===== src/rtl/gpio_mask_pkg.sv =====
package gpio_mask_pkg;

    localparam int REG_W  = 32;
    localparam int HALF_W = 16;
    localparam int ADDR_W = 10;

    typedef enum logic [2:0] {
        SEL_NONE,
        SEL_MASK,
        SEL_FULL,
        SEL_INPUT,
        SEL_DIR,
        SEL_OE
    } reg_sel_e;

    typedef struct packed {
        reg_sel_e   sel;
        logic [1:0] bank;
        logic       hi_half;
    } decode_t;

    function automatic int bank_width(int b, int full_w, int narrow_idx, int narrow_w);
        return (b == narrow_idx) ? narrow_w : full_w;
    endfunction

    function automatic int bank_base(int b, int full_w, int narrow_idx, int narrow_w);
        int acc = 0;
        for (int k = 0; k < b; k++) begin
            acc += bank_width(k, full_w, narrow_idx, narrow_w);
        end
        return acc;
    endfunction

endpackage


===== src/rtl/gpio_addr_decode.sv =====
module gpio_addr_decode
    import gpio_mask_pkg::*;
#(
    parameter int NUM_BANKS = 4
) (
    input  logic [ADDR_W-1:0] addr,
    output decode_t           dec
);
    always_comb begin
        dec = '{sel: SEL_NONE, bank: 2'd0, hi_half: 1'b0};
        if (addr[1:0] == 2'b00) begin
            if (addr[9:5] == 5'd0) begin
                dec.sel     = SEL_MASK;
                dec.bank    = addr[4:3];
                dec.hi_half = addr[2];
            end else if (addr[9:4] == 6'h04) begin
                dec.sel  = SEL_FULL;
                dec.bank = addr[3:2];
            end else if (addr[9:4] == 6'h06) begin
                dec.sel  = SEL_INPUT;
                dec.bank = addr[3:2];
            end else if (addr[9:8] == 2'b10 && addr[5:0] == 6'h04) begin
                dec.sel  = SEL_DIR;
                dec.bank = addr[7:6];
            end else if (addr[9:8] == 2'b10 && addr[5:0] == 6'h08) begin
                dec.sel  = SEL_OE;
                dec.bank = addr[7:6];
            end
            if (int'(dec.bank) >= NUM_BANKS) begin
                dec.sel = SEL_NONE;
            end
        end
    end
endmodule


===== src/rtl/gpio_bank_regs.sv =====
module gpio_bank_regs
    import gpio_mask_pkg::*;
#(
    parameter int W = 32
) (
    input  logic             clk,
    input  logic             rst_n,
    input  logic             we_full,
    input  logic             we_mask,
    input  logic             hi_half,
    input  logic             we_dir,
    input  logic             we_oe,
    input  logic [REG_W-1:0] wdata,
    output logic [W-1:0]     data_q,
    output logic [W-1:0]     dir_q,
    output logic [W-1:0]     oe_q
);
    typedef struct packed {
        logic [W-1:0] dout;
        logic [W-1:0] dir;
        logic [W-1:0] oe;
    } bank_state_t;

    bank_state_t st_d, st_q;

    logic [REG_W-1:0]  cur_wide;
    logic [HALF_W-1:0] keep_mask, new_bits, old_half, merged;
    logic [REG_W-1:0]  masked_wide;

    always_comb begin
        st_d        = st_q;
        cur_wide    = REG_W'(st_q.dout);
        keep_mask   = wdata[REG_W-1:HALF_W];
        new_bits    = wdata[HALF_W-1:0];
        old_half    = hi_half ? cur_wide[REG_W-1:HALF_W] : cur_wide[HALF_W-1:0];
        merged      = (old_half & keep_mask) | (new_bits & ~keep_mask);
        masked_wide = hi_half ? {merged, cur_wide[HALF_W-1:0]}
                              : {cur_wide[REG_W-1:HALF_W], merged};
        if (we_full) st_d.dout = W'(wdata);
        if (we_mask) st_d.dout = W'(masked_wide);
        if (we_dir)  st_d.dir  = W'(wdata);
        if (we_oe)   st_d.oe   = W'(wdata);
    end

    always_ff @(posedge clk or negedge rst_n) begin
        if (!rst_n) st_q <= '0;
        else        st_q <= st_d;
    end

    assign data_q = st_q.dout;
    assign dir_q  = st_q.dir;
    assign oe_q   = st_q.oe;
endmodule


===== src/rtl/gpio_in_sync.sv =====
module gpio_in_sync #(
    parameter int W = 32
) (
    input  logic         clk,
    input  logic         rst_n,
    input  logic [W-1:0] raw,
    output logic [W-1:0] synced
);
    typedef struct packed {
        logic [W-1:0] meta;
        logic [W-1:0] held;
    } sync_state_t;

    sync_state_t sy_d, sy_q;

    always_comb begin
        sy_d.meta = raw;
        sy_d.held = sy_q.meta;
    end

    always_ff @(posedge clk or negedge rst_n) begin
        if (!rst_n) sy_q <= '0;
        else        sy_q <= sy_d;
    end

    assign synced = sy_q.held;
endmodule


===== src/rtl/gpio_mask_ctrl.sv =====
module gpio_mask_ctrl
    import gpio_mask_pkg::*;
#(
    parameter int NUM_BANKS  = 4,
    parameter int FULL_W     = 32,
    parameter int NARROW_IDX = 1,
    parameter int NARROW_W   = 22,
    localparam int NUM_PINS  = bank_base(NUM_BANKS, FULL_W, NARROW_IDX, NARROW_W)
) (
    input  logic                clk,
    input  logic                rst_n,
    input  logic [ADDR_W-1:0]   bus_addr,
    input  logic                bus_we,
    input  logic [REG_W-1:0]    bus_wdata,
    output logic [REG_W-1:0]    bus_rdata,
    input  logic [NUM_PINS-1:0] pin_in,
    output logic [NUM_PINS-1:0] pin_out,
    output logic [NUM_PINS-1:0] pin_oe
);
    decode_t dec;

    logic [REG_W-1:0] data_ext [NUM_BANKS];
    logic [REG_W-1:0] dir_ext  [NUM_BANKS];
    logic [REG_W-1:0] oe_ext   [NUM_BANKS];
    logic [REG_W-1:0] in_ext   [NUM_BANKS];

    gpio_addr_decode #(.NUM_BANKS(NUM_BANKS)) dec_i (
        .addr (bus_addr),
        .dec  (dec)
    );

    for (genvar b = 0; b < NUM_BANKS; b++) begin : g_bank
        localparam int BW = bank_width(b, FULL_W, NARROW_IDX, NARROW_W);
        localparam int BB = bank_base(b, FULL_W, NARROW_IDX, NARROW_W);

        logic          hit;
        logic [BW-1:0] data_q, dir_q, oe_q, in_q;

        assign hit = bus_we && (int'(dec.bank) == b);

        gpio_bank_regs #(.W(BW)) regs_i (
            .clk     (clk),
            .rst_n   (rst_n),
            .we_full (hit && dec.sel == SEL_FULL),
            .we_mask (hit && dec.sel == SEL_MASK),
            .hi_half (dec.hi_half),
            .we_dir  (hit && dec.sel == SEL_DIR),
            .we_oe   (hit && dec.sel == SEL_OE),
            .wdata   (bus_wdata),
            .data_q  (data_q),
            .dir_q   (dir_q),
            .oe_q    (oe_q)
        );

        gpio_in_sync #(.W(BW)) sync_i (
            .clk    (clk),
            .rst_n  (rst_n),
            .raw    (pin_in[BB +: BW]),
            .synced (in_q)
        );

        assign pin_out[BB +: BW] = data_q;
        assign pin_oe[BB +: BW]  = dir_q & oe_q;

        assign data_ext[b] = REG_W'(data_q);
        assign dir_ext[b]  = REG_W'(dir_q);
        assign oe_ext[b]   = REG_W'(oe_q);
        assign in_ext[b]   = REG_W'(in_q);
    end

    always_comb begin
        bus_rdata = '0;
        case (dec.sel)
            SEL_MASK:  bus_rdata = dec.hi_half
                                 ? {{HALF_W{1'b0}}, data_ext[dec.bank][REG_W-1:HALF_W]}
                                 : {{HALF_W{1'b0}}, data_ext[dec.bank][HALF_W-1:0]};
            SEL_FULL:  bus_rdata = data_ext[dec.bank];
            SEL_INPUT: bus_rdata = in_ext[dec.bank];
            SEL_DIR:   bus_rdata = dir_ext[dec.bank];
            SEL_OE:    bus_rdata = oe_ext[dec.bank];
            default:   bus_rdata = '0;
        endcase
    end
endmodule


===== config.mk =====
export PLATFORM = sky130hd
export DESIGN_NAME = gpio_mask_ctrl
export DESIGN_NICKNAME = d
export VERILOG_FILES = /design/src/rtl/gpio_mask_pkg.sv /design/src/rtl/gpio_addr_decode.sv /design/src/rtl/gpio_bank_regs.sv /design/src/rtl/gpio_in_sync.sv /design/src/rtl/gpio_mask_ctrl.sv
export SDC_FILE = /design/constraint.sdc
export NUM_CORES = 1
export LEC_CHECK = 0
export BUFFER_PORTS_ARGS = -buffer_cell sky130_fd_sc_hd__buf_2
export CORE_MARGIN = 2
export CORE_UTILIZATION = 53
export DETAILED_ROUTE_END_ITERATION = 8
export GPL_ROUTABILITY_DRIVEN = 0
export GPL_TIMING_DRIVEN = 0
export PLACE_DENSITY = 0.76
export SETUP_SLACK_MARGIN = 0.15
export SLEW_MARGIN = 20
export SYNTH_ARGS = -nofsm -noshare
export SYNTH_HDL_FRONTEND = slang
export SYNTH_SLANG_ARGS = --single-unit
export TNS_END_PERCENT = 100

===== constraint.sdc =====
create_clock -name clk -period 8.4 [get_ports clk]
set_input_delay 1.26 -clock clk [delete_from_list [all_inputs] [get_ports clk]]
set_output_delay 1.26 -clock clk [all_outputs]
set_load 0.02 [all_outputs]

* Yosys cells after proc, flatten, opt, wreduce, memory -nomap -nowiden *
Index checks and enable logic that the tools add are counted.

operators by class
  add/subtract/negate cells = 0
  $mul = 0
  div/mod/pow operators = 0
  $lt $le $gt $ge = 1
  equality and inequality tests = 21
  shifts and indexed selects = 0
  multiplexer cells = 37
  bitwise gates (word level) = 15
  reductions and logical operators = 37

operators with widths
  operator            count
  $mux 32             17
  $bmux 32 s2         4
  $pmux 32 s5         1
  $and 32x32->32      3
  $and 16x16->16      5
  $mux 16             5
  $mux 22             3
  $or 16x16->16       4
  $mux 5              5
  $and 22x22->22      1
  $logic_and 1x1->1   22
  $eq 6x3->1 const B  3
  $ne 2x2->1 const B  8
  $not 16->16         1
  $reduce_and 2->1    8
  $reduce_bool 2->1   4
  $eq 2x2->1 const B  3
  $eq 3x2->1 const B  2
  $eq 3x3->1 const B  2
  $eq 6x4->1 const B  1
  $mux 6              1
  $logic_not 5->1     1
  $logic_not 2->1     2
  $eq 3x1->1 const B  1
  other kinds (4)     4

word-level totals
  register bits = 590
  bits in latches = 0
  RAM bits = 0
  bits in read-only memories = 0
  input bits = 163
  output and inout bits = 268
  word-level logic and storage cells = 135
  memories kept = 0

* Longest topological paths before layout *
  depth in word-level cells = 14
  mapped depth = 12
  depth with buffers taken out = 7

* Cells and area by module *
From an unflattened synthesis, not the netlist that was laid out.

second synthesis, totals
  cells, all modules = 1928
  area total of the unflattened synthesis = 26326.5 um2

by module, submodules not included
  module                                  times used  cells each  area each (um2)  seq. area each (um2)
  gpio_bank_regs at g_bank[0].regs_i ...  3           310         4210.3           2402.3
  gpio_mask_ctrl                          1           551         4934.7           0.0
  gpio_in_sync at g_bank[0].sync_i ...    3           64          1601.5           1601.5
  gpio_bank_regs at g_bank[1].regs_i      1           189         2693.8           1651.6
  gpio_in_sync at g_bank[1].sync_i        1           44          1101.1           1101.1
  gpio_addr_decode                        1           22          161.4            0.0

* Least setup slack after synthesis *
OpenSTA, ideal clock, no wires.

  path type = input to output
  from = input bus_addr[5]
  to = output bus_rdata[0]
  arrival time = 3717 ps
  required time = 7140 ps
  slack = 3423 ps
  cell stages on the path = 10
  buffers on the path = 5
  cells stage by stage = buf_2 -> nor4b_2 -> nand4b_1 -> a31o_1 -> buf_6 -> buf_6 -> buf_6 -> buf_2 -> mux2i_1 -> o311ai_1

on the way
  longest elaborated chain between the ends = 14
  elaborated cells between the ends (all ways) = 34
  classes of those cells = eq/ne (9); mux (21); bitwise (1); reduce/logical (3)

ends and longest elaborated chain
  element                                      RTL line                                                          source
  start: declaration                           gpio_mask_ctrl.sv:12                                              input logic [ADDR_W-1:0] bus_addr,
  $eq 6x4->1                                   gpio_addr_decode.sv:25                                            end else if (addr[9:8] == 2'b10 && addr[5:0] == 6'h08) begin
  $logic_and 1x1->1                            gpio_addr_decode.sv:25
  $mux 5                                       gpio_addr_decode.sv:25
  $mux 5                                       gpio_addr_decode.sv:22                                            end else if (addr[9:8] == 2'b10 && addr[5:0] == 6'h04) begin
  $mux 5                                       gpio_addr_decode.sv:19                                            end else if (addr[9:4] == 6'h06) begin
  $mux 5                                       gpio_addr_decode.sv:16                                            end else if (addr[9:4] == 6'h04) begin
  $mux 5                                       gpio_addr_decode.sv:12                                            if (addr[9:5] == 5'd0) begin
  $mux 6 *                                     gpio_addr_decode.sv:11                                            if (addr[1:0] == 2'b00) begin
  $not 2->3 (not written as such)              --
  $bmux 32 s2                                  gpio_mask_ctrl.sv:75, gpio_mask_ctrl.sv:76, gpio_mask_ctrl.sv:77
  $mux 32 (not written as such) (2 in series)  gpio_mask_ctrl.sv:75, gpio_mask_ctrl.sv:77
  $mux 16                                      gpio_mask_ctrl.sv:75                                              ? {{HALF_W{1'b0}}, data_ext[dec.bank][REG_W-1:HALF_W]}
  $pmux 32 s5 *                                gpio_mask_ctrl.sv:73                                              case (dec.sel)
  end: declaration                             gpio_mask_ctrl.sv:15                                              output logic [REG_W-1:0] bus_rdata,

Every way passes the cells marked *; elsewhere a longest branch is shown, timed or not. The select of a mux whose other input is x is not followed.

* Final worst setup path *
  from = input bus_addr[5]
  to = output bus_rdata[13]

Same word-level chain as after synthesis.

==> results.txt <==
----------------------------------------------------
[Worst setup path]
  Cell-by-cell listing of the critical path ... buf_2 > nor4b_2 > nand4b_1 > a31oi_4 > buf_4 > clkbuf_1 > o2bb2ai_1 > a32oi_1 > nand3_1 > buf_2
  CP top delay family ... compound AO/OA/AOI/OAI gates
  Critical Path Max Stage Delay ... approximately 760 ps
  CP Launch Type ... input port
  Worst setup path category ... input port to output pin
  Crit path arrival time ... 5680 ps
  Required time worst endpoint ... roughly 7100 ps
  Crit. End Element ... output pin
  Library cell appearing most often on the critical path ... sky130_fd_sc_hd__buf_2
  WP buf/inv ... 4
  Largest fanout on the critical path ... 10
  CP max stage cell ... sky130_fd_sc_hd__nand4b_1

[Floorplanning]
  Initial core utilization ... 53.62%
  FP Rows ... 80
  Horizontal die dimension ... roughly 220 µm
  Floorplan die height ... roughly 220 µm
  Placeable core region ... about 0.048 mm²
  Area of the die ... approximately 0.05 mm²
  IO Pins ... 431

[Finish]
  Post-Layout Inst Area ... a little over 0.03 mm²
  Finished Core Util ... between 60% and 70%
  Area growth from synthesis to final layout ... 20.32%
  Net count, final ... 2874
  Layout cell share with drive strength beyond 1 ... between 30% and 40%
  Commonest cells after routing, fill and taps aside ... 590 x sky130_fd_sc_hd__dfrtp_1, 490 x sky130_fd_sc_hd__buf_2, 352 x sky130_fd_sc_hd__nand2_1
  Most common cell after layout, fill and taps aside ... sky130_fd_sc_hd__dfrtp_1
  Final cell count without fillers ... approximately 3400

[Logic synthesis]
  Share of synthesized registers carrying an async set or reset ... 100.0%
  Share of cell area taken by muxes after synthesis ... 16.69%
  Part of the Yosys area used for sequential elements ... slightly below 60%
  Average footprint of a synthesized cell ... 11.54 µm²
  Share of synthesized cell area in full adder, half adder and majority cells ... 0%
  Number of instances in the synthesized netlist ... 2214
  Syn Nets ... between 2000 and 2500
  Count of distinct cell types in the synthesized netlist ... 62
  Top_reg_cell synth ... sky130_fd_sc_hd__dfrtp_1
  XOR/XNOR share of the synthesized area ... 0.03428%
  Area fraction in compound gates after synthesis ... 8.546%
  Number of enable flip-flop cells after synthesis ... 0
  Number of warnings issued by yosys ... 0
  Fraction of the mapped netlist area in simple logic gates ... approximately 14%
  Count of state elements after synthesis ... 590
  Cell area after synthesis ... roughly 0.026 mm²
  Combinational family with the most area after synthesis ... multiplexers

[Timing]
  Final Hold Fails ... 0
  Post-layout minimum cycle time ... roughly 6900 ps
  Fin worst setup slack ... 1456 ps
  Transition time at the pin with the least slew margin ... 1244 ps
  Number of setup violations in the final report ... 0
  Final Max Slew Viols ... 0
  Unrepaired setup endpoints after global routing ... no
  Worst relative slew slack ... between 10% and 20%
  Final Cycle Share ... between 80% and 90%
  Setup clock skew after layout ... around 10 ps
  Fmax ... about 140 MHz

[Clock tree]
  Number of buffers inserted for hold repair after clock tree synthesis ... 0
  Largest buffer count on any clock path ... 3
  Clock tree root driver cell ... sky130_fd_sc_hd__clkbuf_16
  Clock tree from TritonCTS ... built
  Worst-path clk slew ... roughly 60 ps
  Post-CTS Repair Setup Buffers ... 0
  Clock insertion delay at the later pin of the skew report ... 640 ps
  Cts repair resizes ... 0
  H-Tree Level Count ... 2
  Number of buffers inserted during clock tree synthesis ... 60
  Number of sinks driven by the clock tree ... 590

[Outcome]
  Violations in the final reports ... DRC
  Run status ... complete, but fails checks

[Flow run]
  Reported max-cap violation count ... 0

[Drt]
  Wire length per cell after detailed routing ... roughly 30 µm
  Average vias per placed instance ... between 6 and 7
  Detail Route Antenna Nets ... 0
  Count of vias placed by the detailed router ... between 20000 and 25000
  DRC violation count after routing ... 2
  Total iterations of the first detailed-routing run ... 8
  Drt initial violations ... around 3300
  Detailed Route WL ... around 100 mm

[Global routing]
  Wire length of the first global-routing pass ... around 150 mm
  Number of antenna violations at the first check in global routing ... 7
  Maximum number of pins on one net before global-route repair ... 100
  Sum of overflow across all layers after global routing ... 0
  Global-route usage over all layers ... 40.79%
  Vias in the first global route ... approximately 22000

[Power]
  Switching share of power ... a little under a quarter
  Power Density ... approximately 200 mW/mm²
  Reg power frac ... a little under 50%
  Part of the power in the clock network ... between 40% and 50%
  Static leakage power ... 15.40 nW
  Net Switching ... between 1 and 1.5 mW
  Max rail drop VDD ... 164.6 µV
  Total power of the final layout ... ~6.1 mW
  Design internal power ... around 4.7 mW
  Portion of total power attributed to combinational logic ... between 5 and 6%

[Placement]
  Dpl cell area ... 0.02866 mm²
  # placed instances ... approximately 3300
  Final HPWL DP ... 74.52 mm
  Buffers on Ports ... approximately 430
  Post-placement worst setup slack ... roughly 1800 ps

[Min path]
  Hold/Removal Path Class ... flip-flop to flip-flop

----------------------------------------------------
==> cells in the mapped netlist (6+ instances only) <==
master	instances	area, µm²
sky130_fd_sc_hd__a21oi_1	68	340.3
sky130_fd_sc_hd__a221o_1	7	70.07
sky130_fd_sc_hd__a22oi_1	26	195.2
sky130_fd_sc_hd__a31oi_1	10	62.56
sky130_fd_sc_hd__a32oi_1	12	105.1
sky130_fd_sc_hd__and2_1	129	807.0
sky130_fd_sc_hd__buf_1	15	56.30
sky130_fd_sc_hd__buf_2	62	310.3
sky130_fd_sc_hd__buf_4	6	45.04
sky130_fd_sc_hd__buf_6	6	67.56
sky130_fd_sc_hd__clkbuf_1	69	259.0
sky130_fd_sc_hd__dfrtp_1	590	14760
sky130_fd_sc_hd__inv_1	10	37.54
sky130_fd_sc_hd__mux2_1	55	619.3
sky130_fd_sc_hd__mux2_2	249	2804
sky130_fd_sc_hd__mux2i_1	84	840.8
sky130_fd_sc_hd__nand2_1	352	1321
sky130_fd_sc_hd__nand2b_1	10	62.56
sky130_fd_sc_hd__nand3_1	136	680.7
sky130_fd_sc_hd__nand3b_1	6	45.04
sky130_fd_sc_hd__nand4_1	13	81.33
sky130_fd_sc_hd__nor2_1	27	101.4
sky130_fd_sc_hd__nor2b_1	7	43.79
sky130_fd_sc_hd__nor3_1	12	60.06
sky130_fd_sc_hd__nor3_4	6	97.59
sky130_fd_sc_hd__o211ai_1	24	180.2
sky130_fd_sc_hd__o21ai_0	117	585.6
sky130_fd_sc_hd__o221ai_1	7	61.31
sky130_fd_sc_hd__o22ai_1	21	131.4
sky130_fd_sc_hd__o2bb2ai_1	21	183.9
==> power by group through the flow <==
| stage | clock (mW) | sequential (mW) | combinational (mW) |
|---|---|---|---|
| 2_1_floorplan | 0 | 3.02 | 0.112 |
| 3_3_place_gp | 0 | 3.02 | 0.307 |
| 3_5_place_dp | 0 | 3.02 | 0.328 |
| 4_1_cts | 2.80 | 2.97 | 0.330 |
| 5_1_grt | 2.92 | 2.98 | 0.362 |
| 6_report | 2.80 | 2.97 | 0.340 |
==> per-stage QoR <==
| stage | setup TNS [ps] | hold slack, ps |
|---|---|---|
| 3_5_place_dp | 0 | 334.7 |
| 6_report | 0 | 343.2 |
| 4_1_cts | 0 | 345.8 |
| 5_1_grt | 0 | 350.2 |
| 2_1_floorplan | 0 | 331.2 |
| 3_3_place_gp | -3209440 | 333.8 |
==> cell type report <==
| class | count | area [µm²] |
|---|---|---|
| diodes | 8 | 20.02 |
| plain buffers | 159 | 747.0 |
| clock buffers | 78 | 1649 |
| clock inverters | 30 | 404.1 |
| fillers | 3699 | 16910 |
| inverters | 10 | 37.54 |
| multi-input cells | 1455 | 10000 |
| flip-flops and latches | 590 | 14760 |
| well taps | 615 | 769.5 |
| repair buffers | 435 | 2345 |
==> per-layer routing <==
layer | routed length, µm | vias up | share of wire (%) | global-route usage (%)
met5 | 153 | - | 0.15 | 2.053
met4 | 9327 | 4 | 9.1 | 30.86
met3 | 15670 | 517 | 15 | 18.74
met2 | 42930 | 1817 | 42 | 58.23
met1 | 34550 | 10710 | 34 | 47.97
li1 | - | 8784 | - | -
==> kinds of logic after synthesis <==
group,count (synthesis)
flops,590
buf+inv,169
mux,388
simple gates,725
compound gates,341
xor+xnor,1
==> sequential cells by signal, indices dropped and copies added (netlist names) <==
register / count
g_bank.sync_i.sy_d: 118
g_bank.sync_i.synced: 118
g_bank.regs_i.data_q: 118
g_bank.regs_i.oe_q: 118
g_bank.regs_i.dir_q: 118
==> path summary, 6_finish.rpt <==
check                                                 from                          end  slack, ps  cells after the start
worst max-delay path                           bus_addr[5]                bus_rdata[13]       1460                     10
worst min-delay path             g_bank[3].sync_i.sy_d[17]  g_bank[3].sync_i.synced[17]        340                      0
worst max register to register  g_bank[0].regs_i.data_q[8]   g_bank[0].regs_i.data_q[8]       6870                      3
worst min register to register   g_bank[3].sync_i.sy_d[17]  g_bank[3].sync_i.synced[17]        340                      0
max in group asynchronous                            rst_n  g_bank[2].sync_i.synced[12]       6250                      4
min in group asynchronous                            rst_n     g_bank[2].regs_i.oe_q[8]        480                      1
Power figures use the tool's default switching activity.
